[src/rtl/pin_evt_pkg.sv]
package pin_evt_pkg;

   localparam int CODE_W = 4;

   localparam logic [CODE_W-1:0] EVC_OFF      = 4'h0;
   localparam logic [CODE_W-1:0] EVC_DMA_RISE = 4'h1;
   localparam logic [CODE_W-1:0] EVC_DMA_FALL = 4'h2;
   localparam logic [CODE_W-1:0] EVC_DMA_BOTH = 4'h3;
   localparam logic [CODE_W-1:0] EVC_IRQ_LOW  = 4'h8;
   localparam logic [CODE_W-1:0] EVC_IRQ_RISE = 4'h9;
   localparam logic [CODE_W-1:0] EVC_IRQ_FALL = 4'hA;
   localparam logic [CODE_W-1:0] EVC_IRQ_BOTH = 4'hB;
   localparam logic [CODE_W-1:0] EVC_IRQ_HIGH = 4'hC;

   typedef struct packed {
      logic to_dma;
      logic to_irq;
      logic on_rise;
      logic on_fall;
      logic on_low;
      logic on_high;
   } ev_sel_t;

   function automatic ev_sel_t decode_code(input logic [CODE_W-1:0] code);
      ev_sel_t s;
      s = '0;
      unique case (code)
         EVC_DMA_RISE: begin s.to_dma = 1'b1; s.on_rise = 1'b1; end
         EVC_DMA_FALL: begin s.to_dma = 1'b1; s.on_fall = 1'b1; end
         EVC_DMA_BOTH: begin s.to_dma = 1'b1; s.on_rise = 1'b1; s.on_fall = 1'b1; end
         EVC_IRQ_LOW:  begin s.to_irq = 1'b1; s.on_low  = 1'b1; end
         EVC_IRQ_RISE: begin s.to_irq = 1'b1; s.on_rise = 1'b1; end
         EVC_IRQ_FALL: begin s.to_irq = 1'b1; s.on_fall = 1'b1; end
         EVC_IRQ_BOTH: begin s.to_irq = 1'b1; s.on_rise = 1'b1; s.on_fall = 1'b1; end
         EVC_IRQ_HIGH: begin s.to_irq = 1'b1; s.on_high = 1'b1; end
         default:      s = '0;
      endcase
      return s;
   endfunction

endpackage

[src/rtl/pin_evt_decode.sv]
module pin_evt_decode
   import pin_evt_pkg::*;
(
   input  logic [CODE_W-1:0] code,
   output ev_sel_t           sel
);

   always_comb sel = decode_code(code);

endmodule

[src/rtl/pin_evt_sampler.sv]
module pin_evt_sampler #(
   parameter int NUM_PINS = 32
) (
   input  logic                clk,
   input  logic                rst_n,
   input  logic [NUM_PINS-1:0] pin_in,
   output logic [NUM_PINS-1:0] rise,
   output logic [NUM_PINS-1:0] fall
);

   logic [NUM_PINS-1:0] prev_q;
   logic                primed_q;

   always_ff @(posedge clk or negedge rst_n) begin
      if (!rst_n) begin
         prev_q   <= '0;
         primed_q <= 1'b0;
      end else begin
         prev_q   <= pin_in;
         primed_q <= 1'b1;
      end
   end

   // No edge is reported until the registered copy holds a real sample.
   assign rise = primed_q ? (pin_in & ~prev_q) : '0;
   assign fall = primed_q ? (~pin_in & prev_q) : '0;

endmodule

[src/rtl/pin_evt_flag.sv]
module pin_evt_flag
   import pin_evt_pkg::*;
(
   input  logic    clk,
   input  logic    rst_n,
   input  ev_sel_t sel,
   input  logic    pin,
   input  logic    rise,
   input  logic    fall,
   input  logic    clr_w1,
   input  logic    dma_done,
   output logic    flag_q
);

   logic set_ev;
   logic clr_ev;

   assign set_ev = (sel.on_rise & rise) | (sel.on_fall & fall) |
                   (sel.on_low & ~pin)  | (sel.on_high & pin);
   assign clr_ev = clr_w1 | (dma_done & sel.to_dma);

   always_ff @(posedge clk or negedge rst_n) begin
      if (!rst_n)      flag_q <= 1'b0;
      else if (set_ev) flag_q <= 1'b1;   // set has priority over clear
      else if (clr_ev) flag_q <= 1'b0;
   end

endmodule

[src/rtl/pin_evt_detector.sv]
module pin_evt_detector
   import pin_evt_pkg::*;
#(
   parameter int NUM_PINS = 32,
   localparam int IDX_W   = (NUM_PINS > 1) ? $clog2(NUM_PINS) : 1
) (
   input  logic                       clk,
   input  logic                       rst_n,
   input  logic [NUM_PINS-1:0]        pin_in,
   input  logic [NUM_PINS*CODE_W-1:0] cfg_code,
   input  logic                       clr_wr,
   input  logic [NUM_PINS-1:0]        clr_mask,
   input  logic                       dma_done,
   input  logic [IDX_W-1:0]           rd_idx,
   output logic [NUM_PINS-1:0]        status,
   output logic                       irq,
   output logic                       dma_req,
   output logic                       rd_flag
);

   generate
      if (NUM_PINS < 2 || NUM_PINS > 32) begin : g_bad_width
         $error("pin_evt_detector: NUM_PINS must lie in 2..32");
      end
   endgenerate

   logic [NUM_PINS-1:0] rise;
   logic [NUM_PINS-1:0] fall;
   logic [NUM_PINS-1:0] irq_vec;
   logic [NUM_PINS-1:0] dma_vec;

   pin_evt_sampler #(.NUM_PINS(NUM_PINS)) sampler_i (
      .clk    (clk),
      .rst_n  (rst_n),
      .pin_in (pin_in),
      .rise   (rise),
      .fall   (fall)
   );

   generate
      for (genvar i = 0; i < NUM_PINS; i++) begin : g_pin
         ev_sel_t sel;

         pin_evt_decode decode_i (
            .code (cfg_code[i*CODE_W +: CODE_W]),
            .sel  (sel)
         );

         pin_evt_flag flag_i (
            .clk      (clk),
            .rst_n    (rst_n),
            .sel      (sel),
            .pin      (pin_in[i]),
            .rise     (rise[i]),
            .fall     (fall[i]),
            .clr_w1   (clr_wr & clr_mask[i]),
            .dma_done (dma_done),
            .flag_q   (status[i])
         );

         assign irq_vec[i] = status[i] & sel.to_irq;
         assign dma_vec[i] = status[i] & sel.to_dma;
      end
   endgenerate

   assign irq     = |irq_vec;
   assign dma_req = |dma_vec;
   assign rd_flag = status[rd_idx];

endmodule

[config.mk]
export PLATFORM = sky130hd
export DESIGN_NAME = pin_evt_detector
export DESIGN_NICKNAME = d
export VERILOG_FILES = /design/src/rtl/pin_evt_pkg.sv /design/src/rtl/pin_evt_decode.sv /design/src/rtl/pin_evt_sampler.sv /design/src/rtl/pin_evt_flag.sv /design/src/rtl/pin_evt_detector.sv
export SDC_FILE = /design/constraint.sdc
export NUM_CORES = 1
export LEC_CHECK = 0
export ABC_AREA = 0
export BUFFER_PORTS_ARGS = -buffer_cell sky130_fd_sc_hd__buf_4
export CAP_MARGIN = 30
export CORE_UTILIZATION = 41
export DETAILED_ROUTE_END_ITERATION = 10
export PLACE_DENSITY = 0.77
export SYNTH_ARGS = -nofsm -noshare
export SYNTH_HDL_FRONTEND = slang
export SYNTH_SLANG_ARGS = --single-unit
[constraint.sdc]
create_clock -name clk -period 1.3 [get_ports clk]
set_clock_uncertainty 0.15 [all_clocks]
set_input_delay 0.13 -clock clk [delete_from_list [all_inputs] [get_ports clk]]
set_output_delay 0.13 -clock clk [all_outputs]
set_load 0.05 [all_outputs]
; ---- Yosys cells after proc, flatten, opt, wreduce, memory -nomap -nowiden
; Index checks and enable logic that the tools add are counted.
[classes]
mux = 260
magnitude_cmp = 1
reduce_logical = 162
n_eq_ne = 256
bitwise_logic = 420
[op_table]
columns = operator, count
row1 = "4-bit == test, second input constant", 160
row2 = 1-bit two-way mux, 257
row3 = 1-bit bitwise AND, 256
row4 = "4-bit by 2-bit == test with 1-bit output, second input constant", 64
row5 = 4-bit OR reduction, 64
row6 = 5-bit OR reduction, 32
row7 = "4-bit by 1-bit == test with 1-bit output, second input constant", 32
row8 = 1-bit OR, 128
row9 = 3-bit OR reduction, 32
row10 = 32-bit bitwise AND, 2
row11 = 32-bit two-way mux, 2
row12 = 32-bit NOT, 2
row13 = 2-bit nonzero test, 32
row14 = 32-bit OR reduction, 2
row15 = 1-bit NOT, 32
row16 = "5-bit by 6-bit less-than comparator with 1-bit output, second input constant", 1
row17 = 1-bit binary-select mux with 5-bit select, 1
[word_totals]
wordCells = 1133
out_inout_bits = 35
input_bits = 201
regBits = 65

; ---- Longest topological paths before layout
; Gate-level depths: netlist of run 1.
[logic_depth]
ltp_word = 8
mapped_depth = 6

; ---- Hierarchy
; Synthesis of run 1 repeated with hierarchy kept, for this count alone.
[hier_totals]
hier_cells = 671
hier_area_um2 = 6182.2
[by_module_without_submodules]
columns = mod, area_per_inst_um2, instances, seq_area_each_um2, cells_per_inst
row1 = pin_evt_flag, 61.3, 32, 25.0, 6
row2 = pin_evt_decode, 58.8, 32, 0.0, 8
row3 = pin_evt_sampler, 1496.4, 1, 825.8, 105
row4 = pin_evt_detector, 842.1, 1, 0.0, 118

; ---- Worst setup path before layout of run 1
; No wires, ideal clock.
[synth_timing]
kind = register to output
startpoint = register g_pin[16].flag_i.flag_q
endpoint = output rd_flag
t_required_ps = 1020
stages_incl_launch_ff = 6
arrival_time_ps = 1516
setup_slack_ps = -496
cell_sequence = dfrtp_1 nor2b_1 a2111oi_0 a2111oi_0 o21ai_0 nand4_1
[synth_via]
elab_chain_cells = 2
[synth_rtl]
columns = item, line_no
row1 = start: declaration, pin_evt_flag.sv:12  ; output logic flag_q
row2 = start signal: assignment, pin_evt_flag.sv:23  ; if (!rst_n) flag_q <= 1'b0;
row3 = start signal: assignment, pin_evt_flag.sv:24  ; else if (set_ev) flag_q <= 1'b1;
row4 = start signal: assignment, pin_evt_flag.sv:25  ; else if (clr_ev) flag_q <= 1'b0;
row5 = 1-bit binary-select mux with 5-bit select, pin_evt_detector.sv:68  ; assign rd_flag = status[rd_idx];
row6 = 1-bit two-way mux (not written as such), pin_evt_detector.sv:68
row7 = end: declaration, pin_evt_detector.sv:18  ; output logic rd_flag
; Every way passes these cells. The select of a mux whose other input is x is not followed.

; ---- Worst setup path in the final report of run 1
[layout_timing]
startpoint = register g_pin[29].flag_i.flag_q
endpoint = output dma_req
[layout_via]
elab_chain_cells = 2
[layout_rtl]
columns = item, line_no
row1 = start: declaration, pin_evt_flag.sv:12
row2 = start signal: assignment, pin_evt_flag.sv:23
row3 = start signal: assignment, pin_evt_flag.sv:24
row4 = start signal: assignment, pin_evt_flag.sv:25
row5 = 1-bit bitwise AND, pin_evt_detector.sv:62  ; assign dma_vec[i] = status[i] & sel.to_dma;
row6 = 32-bit OR reduction, pin_evt_detector.sv:67  ; assign dma_req = |dma_vec;
row7 = end: declaration, pin_evt_detector.sv:17  ; output logic dma_req,
; Every way passes these cells.

==> results of run 1 <==
[worst max path at each step]
| stage | cells past startpoint | endpoint | from | slack (ns) |
|---|---|---|---|---|
| final | 4 | dma_req | g_pin[29].flag_i.flag_q | -0.89 |
| after global routing | 4 | dma_req | g_pin[24].flag_i.flag_q | -0.88 |
| after CTS | 5 | rd_flag | g_pin[9].flag_i.flag_q | -0.81 |
| after detailed placement | 7 | dma_req | cfg_code[116] | -0.68 |
| after global placement | 7 | dma_req | cfg_code[116] | -0.65 |
| after floorplan | 3 | rd_flag | g_pin[29].flag_i.flag_q | -0.49 |
[metal layers]
metal | track usage (%) | share of wire (%) | vias up
met1 | 43.43 | 34 | 3608
met2 | 73.79 | 50 | 661
met3 | 9.247 | 9.1 | 193
met5 | 0 | 0 | -
met4 | 31.24 | 7.4 | 0
li1 | - | - | 3230
[area by class of cell]
class                   count  area (sq um)
diodes                      2         5.005
inverters                   4         15.01
clock buffers              12         266.5
flip-flops and latches     65          1632
clock inverters             4         50.05
repair buffers            530          4786
fillers                   548          1353
multi-input cells         464          3084
well taps                 143         178.9
[tightest hold or removal path: stages]
cell	delay (ns)
buf_4	0.09
buf_4	0.12
o311ai_1	0.10
[what timing repair did]
| action | CTS | global route |
|---|---|---|
| hold endpoints to repair | 129 | 0 |
| hold buffers | 79 | 0 |
| gates resized for setup | 157 | 55 |
| gates cloned | 4 | 0 |
| setup buffers | 13 | 9 |
| pin swaps | 39 | 31 |
| setup endpoints to repair | 60 | 67 |
[logic make-up after synthesis]
family	count (synthesis)
compound gates	140
mux	11
xor+xnor	7
buf+inv	51
simple gates	305
flops	65
other cells	1
[cell usage after synthesis, drive strengths merged (5+ instances only)]
cell type  count
a32o          20
xnor2          7
a31oi          5
o311ai        25
dfrtp         65
o21ai         46
nand2         99
nor2          32
clkbuf         8
nor3          32
nand3         80
nand4         13
nor3b         23
mux2i          7
buf           39
a32oi         22
nand3b        18
a22oi         16
[registers in the layout (all words and copies together), names as in the netlist]
signal and cells:
g_pin.flag_i.flag_q 32, sampler_i.prev_q 32, sampler_i.primed_q 1
[through the flow]
step / hold slack, ns / utilization (%)
4_1_cts: 0.00007619 / 86.12
3_3_place_gp: -0.07367 / 69.99
6_report: 0.004610 / 88.10
2_1_floorplan: -0.3156 / -
5_1_grt: 0.01669 / 88.06
3_5_place_dp: -0.07326 / 69.99
[power groups by stage]
stage	Sequential, mW	Combinational [mW]	Clock (mW)
5_1_grt	2.46	4.61	2.65
3_5_place_dp	2.42	3.35	0
6_report	2.45	4.46	2.59
4_1_cts	2.42	4.11	2.56
2_1_floorplan	2.43	1.59	0
3_3_place_gp	2.41	3.26	0
==> metrics.cfg, run 1 <==
[outcome]
outcome=finished with violations
violations=negative setup slack

[die]
coreArea_sq_um=11370
start_util_pct=42.01
ios=236
rows=39
die_h_um=109.9
die_w_um=109.9
dieArea_sq_um=12080

[clocking]
cts_tree=yes
ctsHtreeMaxLevel=3
cts.clk_slew.worst_paths_ns=0.06
cts-root-buf=clkbuf_16
cts_buffer_depth=2
clock-sinks=65
cts_buffers=9
insertion_delay_ns=0.34

[flow_run]
cap_violations=0

[power_and_ir_drop]
power_mw=9.494
power.leakage_nw=4.530
switching_share_pct=35.49
ir_drop_mv=0.6082
p_comb_share_pct=46.9
clkPwrFrac_pct=27.3
power.switching_mw=3.370
pwr-share-seq_pct=25.8
intPower_mw=6.124
p_per_area_nw_per_um2=947.8

[synth]
synthCells=580
synth.top_cell.area_share_pct=34.06
yosys.area_share.simple_pct=32.41
synthXorXnorAreaFrac_pct=1.284
synth_compound_area_share_pct=22.01
postSynth.asyncResetShare_pct=100.0
yosys_warnings=0
yosysSeqAreaShare_pct=34.06
synthMuxAreaShare_pct=3.353
synth_edf_count=0
synthTopCellsByArea=dfrtp_1 (34%), nand3_1 (8.4%), nand2_1 (7.8%)
synth-main-ff-cell=dfrtp_1
synth_area_sq_um=4776
yosys.area.top_type=dfrtp_1
synth_fa_ha_area_share_pct=0
ys_ff_latch=65
syn-mean-instance-area_sq_um=8.234
synth_cell_types=35
syn_nets=781
synth_top_family_by_area=simple AND/OR/NAND/NOR gates

[global_route]
grt_pass1_wl_mm=37.78
grt_pass1_vias=7783
gr-total-overflow=0
grt_max_degree=33
antenna_found_initial=1
grt_use_total_pct=41.88

[final_layout]
fin_area_sq_um=10020
fin_nets=1275
final_cells=1224
final_common_cell=buf_4
drive_gt1_share_pct=48.75
layout_common_cells=buf_4 (358), nand2_1 (96), dlygate4sd3_1 (79)
area_growth_pct=109.7

[drt]
wl_per_cell_um=21.86
first_iter_violations=938
viasPerCell=6.284
drc=0
wl_mm=26.76
ant_nets=0
firstDrtPassIters=7
vias=7692

[timing]
setup_viol=53
finalHoldViolations=0
relSlewSlack_pct=62.37
worstMarginPinSlew_ns=0.5601
finalWorstSetupSlack_ns=-0.8854
grt_setup_unrepaired=true
post-route-min-period_ns=2.185
fin_crit_sh_pct=168.1
fmax_ghz=0.4576
slew_violations=0
setup_tns_ns=-9.833

[critical_path]
r2r_end=g_pin[16].flag_i.flag_q
r2r_start=sampler_i.primed_q
cpMaxStageDelayCell=or4_4
worstPathMaxFanout=3
worst-path-buf-inv=1
slowest_delay_ns=0.55
path_class=reg2out
crit_arrival_ns=1.91
crit_chain=a22oi_2 -> nand4_1 -> or4_4 -> buf_6
required_ns=1.02
critPathLaunchType=register
cp-end-kind=output port
reg2reg_setup_slack_ns=-0.30
r2r_cells=6
path_delay_family=simple AND/OR/NAND/NOR gates

[place]
place_congestion=0.9416
pre_cts_slack_ns=-0.6819
place_inst=1108
dp_hpwl_mm=16.60
dpl-instance-area_sq_um=7958
portBuffers=235

[worst_hold_path]
hold_depth=3
timing.hold.worst_endpoint=g_pin[28].flag_i.flag_q
min_path_type=in2reg
hold_start=cfg_code[114]

(Power assumes the default switching activity.)
==> inputs of run 2 (changes only) <==
- PLACE_DENSITY: 0.77 -> 0.74
- clock period: 1.3 -> 2.4 ns (I/O delays scaled with it)
==> run 2 against run 1 <==
Net effect:
- the run now ends clean
- utilization decreased by 26 points
- final cell count decreased by 21%
- die area unchanged
- flip-flop and latch count unchanged
- critical path depth unchanged
- cell area decreased by 29%
- combinational power decreased by 68%
- sequential power decreased by 43%
- power decreased by 58%
- worst setup slack improved by 0.92 ns
- via count decreased by 24%
- non-clock buffer count decreased by 259
- critical path type unchanged
- critical endpoint unchanged
==> metrics.cfg, run 2 (synthesis gave the netlist of run 1 again) <==
[critical_path]
path_class=reg2out  ; unchanged
crit_arrival_ns=1.97  ; was 1.91 ns
required_ns=2.01  ; was 1.02 ns
r2r_end=g_pin[15].flag_i.flag_q  ; was g_pin[16].flag_i.flag_q
r2r_start=sampler_i.primed_q  ; unchanged
cp-end-kind=output port  ; unchanged
r2r_cells=5  ; was 6
critPathLaunchType=register  ; unchanged
reg2reg_setup_slack_ns=0.63  ; was -0.30 ns
worstPathMaxFanout=5  ; was 3

[clocking]
cts-root-buf=clkbuf_16  ; unchanged
cts_tree=yes  ; unchanged
clock-sinks=65  ; unchanged
cts.clk_slew.worst_paths_ns=0.05  ; was 0.06 ns
cts_setup_buffers=0  ; was 13
insertion_delay_ns=0.33  ; was 0.34 ns
cts_buffer_depth=2  ; unchanged
ctsHtreeMaxLevel=3  ; unchanged
cts_buffers=9  ; unchanged

[final_layout]
diodes=0  ; was 2
final_common_cell=buf_4  ; unchanged
fin_area_sq_um=7063  ; was 10020 sq um
area_growth_pct=47.89  ; was 109.7%
layout_common_cells=buf_4 (235), nand2_1 (99), nand3_1 (80)  ; was buf_4 (358), nand2_1 (96), dlygate4sd3_1 (79)
fin_nets=1016  ; was 1275
fillers=1004  ; was 548
drive_gt1_share_pct=32.68  ; was 48.75%
reg.largest.list=g_pin.flag_i.flag_q (32), sampler_i.prev_q (32), sampler_i.primed_q (1)  ; unchanged

[timing]
slew_violations=0  ; unchanged
fin_hold_ws_ns=0.01418  ; was 0.004610 ns
grt_setup_unrepaired=false  ; was true
setup_viol=0  ; was 53
setup_tns_ns=0  ; was -9.833 ns
post-route-min-period_ns=2.361
fin_crit_sh_pct=98.39
finalHoldViolations=0  ; unchanged
relSlewSlack_pct=63.67  ; was 62.37%
fmax_ghz=0.4235
worstMarginPinSlew_ns=0.5450  ; was 0.5601 ns

[worst_hold_path]
min_path_type=in2reg  ; unchanged
hold_start=cfg_code[83]  ; was cfg_code[114]
hold_depth=3  ; unchanged
timing.hold.worst_endpoint=g_pin[20].flag_i.flag_q  ; was g_pin[28].flag_i.flag_q

[drt]
first_iter_violations=486  ; was 938
viasPerCell=6.091  ; was 6.284
ant_nets=0  ; unchanged
drc=0  ; unchanged
vias=5866  ; was 7692
wl_per_cell_um=19.65  ; was 21.86 um
wl_mm=18.92  ; was 26.76 mm
firstDrtPassIters=5  ; was 7

[global_route]
gr-total-overflow=0  ; unchanged
grt_max_degree=40  ; was 33
grt_pass1_vias=5638  ; was 7783
antenna_found_initial=0  ; was 1
grt_use_total_pct=30.37  ; was 41.88%
grt_pass1_wl_mm=27.49  ; was 37.78 mm

[power_and_ir_drop]
power.leakage_nw=2.977  ; was 4.530 nW
ir_drop_mv=0.4233  ; was 0.6082 mV
p_per_area_nw_per_um2=563.4  ; was 947.8 nW/um^2

[die]
start_util_pct=42.01  ; unchanged
die_h_um=109.9  ; unchanged
dieArea_sq_um=12080  ; unchanged
rows=39  ; unchanged
die_w_um=109.9  ; unchanged
coreArea_sq_um=11370  ; unchanged
ios=236  ; unchanged

[place]
dp_hpwl_mm=14.40  ; was 16.60 mm
portBuffers=235  ; unchanged
dpl-instance-area_sq_um=6450  ; was 7958 sq um
place_congestion=0.8785  ; was 0.9416

[outcome]
outcome=finished clean  ; was finished with violations

[flow_run]
cap_violations=0  ; unchanged

-- run 2: changes by cell type in the layout (fill, tap and decap cells not counted), sizes merged --
cell         change
diode            -2
buf            -214
clkinv           +3
clkinvlp         -2
dlygate4sd3     -45
bufinv           -1
-- run 2: worst max path at each step --
stage	from	to	slack, ns	cells past startpoint
final	g_pin[20].flag_i.flag_q	dma_req	0.04	4
after global placement	cfg_code[80]	dma_req	0.15	7
after floorplan	rd_idx[0]	rd_flag	0.43	4
after detailed placement	cfg_code[80]	dma_req	0.17	7
after CTS	g_pin[22].flag_i.flag_q	dma_req	0.03	4
after global routing	g_pin[20].flag_i.flag_q	dma_req	0.002	4
-- run 2: area by class of cell --
type	instances	area [sq um]	share of cell area (%)
timing repair buffer	271	2145	30.36
tap	143	178.9	2.533
sequential	65	1628	23.05
clock inverter	4	20.02	0.2834
multi-input combinational	464	2840	40.21
inverter	4	15.01	0.2126
clock buffer	12	236.5	3.348
-- run 2: timing repair --
| item | 4_1_cts | 5_1_grt |
|---|---|---|
| endpoints found under the setup margin | 1 | 2 |
| hold buffers | 34 | 0 |
| gates cloned | 0 | 0 |
| gates resized for setup | 1 | 3 |
| endpoints found under the hold margin | 69 | 0 |
| pin swaps | 0 | 1 |
-- run 2: per-stage QoR --
step	power, mW	setup slack [ns]	instances	utilization, %
global placement	2.725	0.1518	913	56.73
finish	3.979	0.03875	963	62.12
floorplan	2.163	0.4272	580	-
detailed placement	2.757	0.1707	913	56.73
CTS	3.985	0.02562	963	62.02
global route	4.143	0.001815	963	62.12
-- run 2: report_power, final --
| group | total (mW) | switching [mW] | internal (mW) | leakage (nW) |
|---|---|---|---|---|
| Combinational | 1.41 | 0.819 | 0.594 | 2.06 |
| Clock | 1.18 | 0.485 | 0.692 | 0.130 |
| Sequential | 1.39 | 0.180 | 1.21 | 0.790 |
| Total | 3.98 | 1.48 | 2.50 | 2.98 |
-- run 2: worst max-delay path, stage by stage (launching register included) --
cell     delay (ns)
dfrtp_1        0.46
a22oi_2        0.31
nand4_1        0.17
or4_1          0.49
buf_4          0.21
-- run 2: routing by layer --
layer,up-vias,track usage (%),routed length (um)
met5,-,0,0
met2,322,53.66,9403
met3,37,6.520,1595
met1,2807,35.33,7423
met4,0,12.76,497
li1,2700,-,-
==> inputs of run 3 (changes only) <==
- CAP_MARGIN: 30 -> not set
- CTS_CLUSTER_SIZE: not set -> 40
- GPL_TIMING_DRIVEN: not set -> 0
==> run 3 against run 2 <==
Net effect:
- final cell count is 4.6% higher
- worst hold slack worse by 0.0034 ns
- highest routed layer unchanged
- register-to-register slack worse by 0.04 ns
- worst setup slack worse by 0.027 ns
- combinational power is 11% higher
- clock-buffer cell count is 2 higher
- critical path depth stayed put
==> metrics.cfg, run 3 (synthesis gave the netlist of run 1 again) <==
[outcome]
outcome=finished clean  ; unchanged

[drt]
wl_per_cell_um=19.87  ; was 19.65 um
firstDrtPassIters=5  ; unchanged
drc=0  ; unchanged
ant_nets=0  ; unchanged
wl_mm=20.01  ; was 18.92 mm
viasPerCell=5.978  ; was 6.091
vias=6020  ; was 5866
first_iter_violations=491  ; was 486

[clocking]
ctsHtreeMaxLevel=3  ; unchanged
clock-sinks=65  ; unchanged
cts-root-buf=clkbuf_16  ; unchanged
cts.clk_slew.worst_paths_ns=0.05  ; about the same
cts_buffers=9  ; unchanged
cts_tree=yes  ; unchanged
cts_buffer_depth=2  ; unchanged
insertion_delay_ns=0.34  ; was 0.33 ns

[critical_path]
worst-path-buf-inv=1  ; unchanged
crit_chain=a22oi_2 -> nand4_1 -> or4_4 -> buf_8  ; was a22oi_2 -> nand4_1 -> or4_1 -> buf_4
cp-end-kind=output port  ; unchanged
cpMaxStageDelayCell=or4_4  ; was or4_1
required_ns=2.01  ; about the same
critPathLaunchType=register  ; unchanged
crit_arrival_ns=2.00  ; was 1.97 ns
path_class=reg2out  ; unchanged
slowest_delay_ns=0.53  ; was 0.49 ns
path_delay_family=simple AND/OR/NAND/NOR gates  ; unchanged
worstPathMaxFanout=5  ; unchanged

[final_layout]
layout_common_cells=buf_4 (265), nand2_1 (99), nand3_1 (80)  ; was buf_4 (235), nand2_1 (99), nand3_1 (80)
reg.largest.list=g_pin.flag_i.flag_q (32), sampler_i.prev_q (32), sampler_i.primed_q (1)  ; unchanged
fin_nets=1060  ; was 1016
drive_gt1_share_pct=35.42  ; was 32.68%
diodes=0  ; unchanged
final_cells=1007  ; was 963
utilization_pct=65.16  ; was 62.12%
final_common_cell=buf_4  ; unchanged
area_growth_pct=55.12  ; was 47.89%

[power_and_ir_drop]
ir_drop_mv=0.3663  ; was 0.4233 mV
p_per_area_nw_per_um2=586.4  ; was 563.4 nW/um^2
power.leakage_nw=3.193  ; was 2.977 nW

[place]
dp_hpwl_mm=15.31  ; was 14.40 mm
place_inst=956  ; was 913
portBuffers=233  ; was 235
place_congestion=0.8604  ; was 0.8785

[die]
start_util_pct=42.01  ; unchanged
dieArea_sq_um=12080  ; unchanged
rows=39  ; unchanged
die_w_um=109.9  ; unchanged
die_h_um=109.9  ; unchanged
ios=236  ; unchanged
coreArea_sq_um=11370  ; unchanged

[timing]
fin_hold_ws_ns=0.01077  ; was 0.01418 ns
relSlewSlack_pct=39.48  ; was 63.67%
grt_setup_unrepaired=true  ; was false
slew_violations=0  ; unchanged
finalHoldViolations=0  ; unchanged
post-route-min-period_ns=2.388  ; was 2.361 ns
setup_tns_ns=0  ; unchanged
setup_viol=0  ; unchanged
fmax_ghz=0.4187  ; was 0.4235 GHz
worstMarginPinSlew_ns=0.9078  ; was 0.5450 ns
fin_crit_sh_pct=99.51  ; was 98.39%

[worst_hold_path]
min_path_type=in2reg  ; unchanged

[global_route]
grt_pass1_vias=5805  ; was 5638
grt_use_total_pct=33.11  ; was 30.37%
grt_max_degree=66  ; was 40
grt_pass1_wl_mm=29.53  ; was 27.49 mm
antenna_found_initial=0  ; unchanged
gr-total-overflow=0  ; unchanged

[flow_run]
cap_violations=0  ; unchanged

[run 3: path summary, 6_finish.rpt]
path	start	end	slack (ns)	depth (start not counted)
worst max-delay path	g_pin[20].flag_i.flag_q	dma_req	0.01	4
worst min-delay path	cfg_code[99]	g_pin[24].flag_i.flag_q	0.01	3
worst max register to register	sampler_i.primed_q	g_pin[12].flag_i.flag_q	0.59	5
worst min register to register	g_pin[16].flag_i.flag_q	g_pin[16].flag_i.flag_q	0.49	2
max in group asynchronous	rst_n	g_pin[24].flag_i.flag_q	1.08	2
min in group asynchronous	rst_n	sampler_i.prev_q[26]	0.40	2
[run 3: worst register-to-register path, stage by stage, from the launching register on]
cell and delay, ns:
dfrtp_1 0.35, clkbuf_1 0.55, nor3b_1 0.31, a32o_1 0.16, nand2_1 0.05, o311ai_0 0.10
[run 3: final cells by class]
| type | count | area [sq um] |
|---|---|---|
| sequential | 65 | 1627 |
| fill | 961 | 3961 |
| tap | 143 | 178.9 |
| multi-input combinational | 464 | 2856 |
| clock inverter | 2 | 35.03 |
| timing repair buffer | 268 | 2112 |
| clock buffer | 14 | 274.0 |
| inverter | 4 | 15.01 |
| buffer | 47 | 310.3 |
[run 3: per-stage QoR]
step | total power [mW] | instance area [sq um] | setup WS, ns
finish | 4.344 | 7408 | 0.01186
global route | 4.527 | 7408 | -0.006787
CTS | 4.326 | 7383 | 0.01360
detailed placement | 2.882 | 6704 | 0.2029
global placement | 2.853 | 6704 | 0.1879
floorplan | 2.163 | 4776 | 0.4272
[run 3: report_power, final]
group	internal [mW]	total, mW	switching (mW)
registers	1.21	1.38	0.170
clock network	0.888	1.39	0.503
logic	0.704	1.57	0.870
[run 3: repair_timing]
item / 4_1_cts / 5_1_grt
resized for setup: 2 / 9
pin swaps: 0 / 4
buffers inserted: 0 / 0
endpoints found under the setup margin: 1 / 2
hold buffers: 36 / 0
hold endpoints to repair: 107 / 0
gates cloned: 0 / 0
[run 3: layer usage]
metal | track usage, % | up-vias | part of all wire, % | wire [um]
met2 | 56.29 | 300 | 48 | 9689
met4 | 14.00 | 0 | 2.4 | 479
met5 | 0 | - | 0 | 0
li1 | - | 2796 | - | -
met3 | 6.758 | 39 | 8.5 | 1704
met1 | 40.51 | 2885 | 41 | 8136
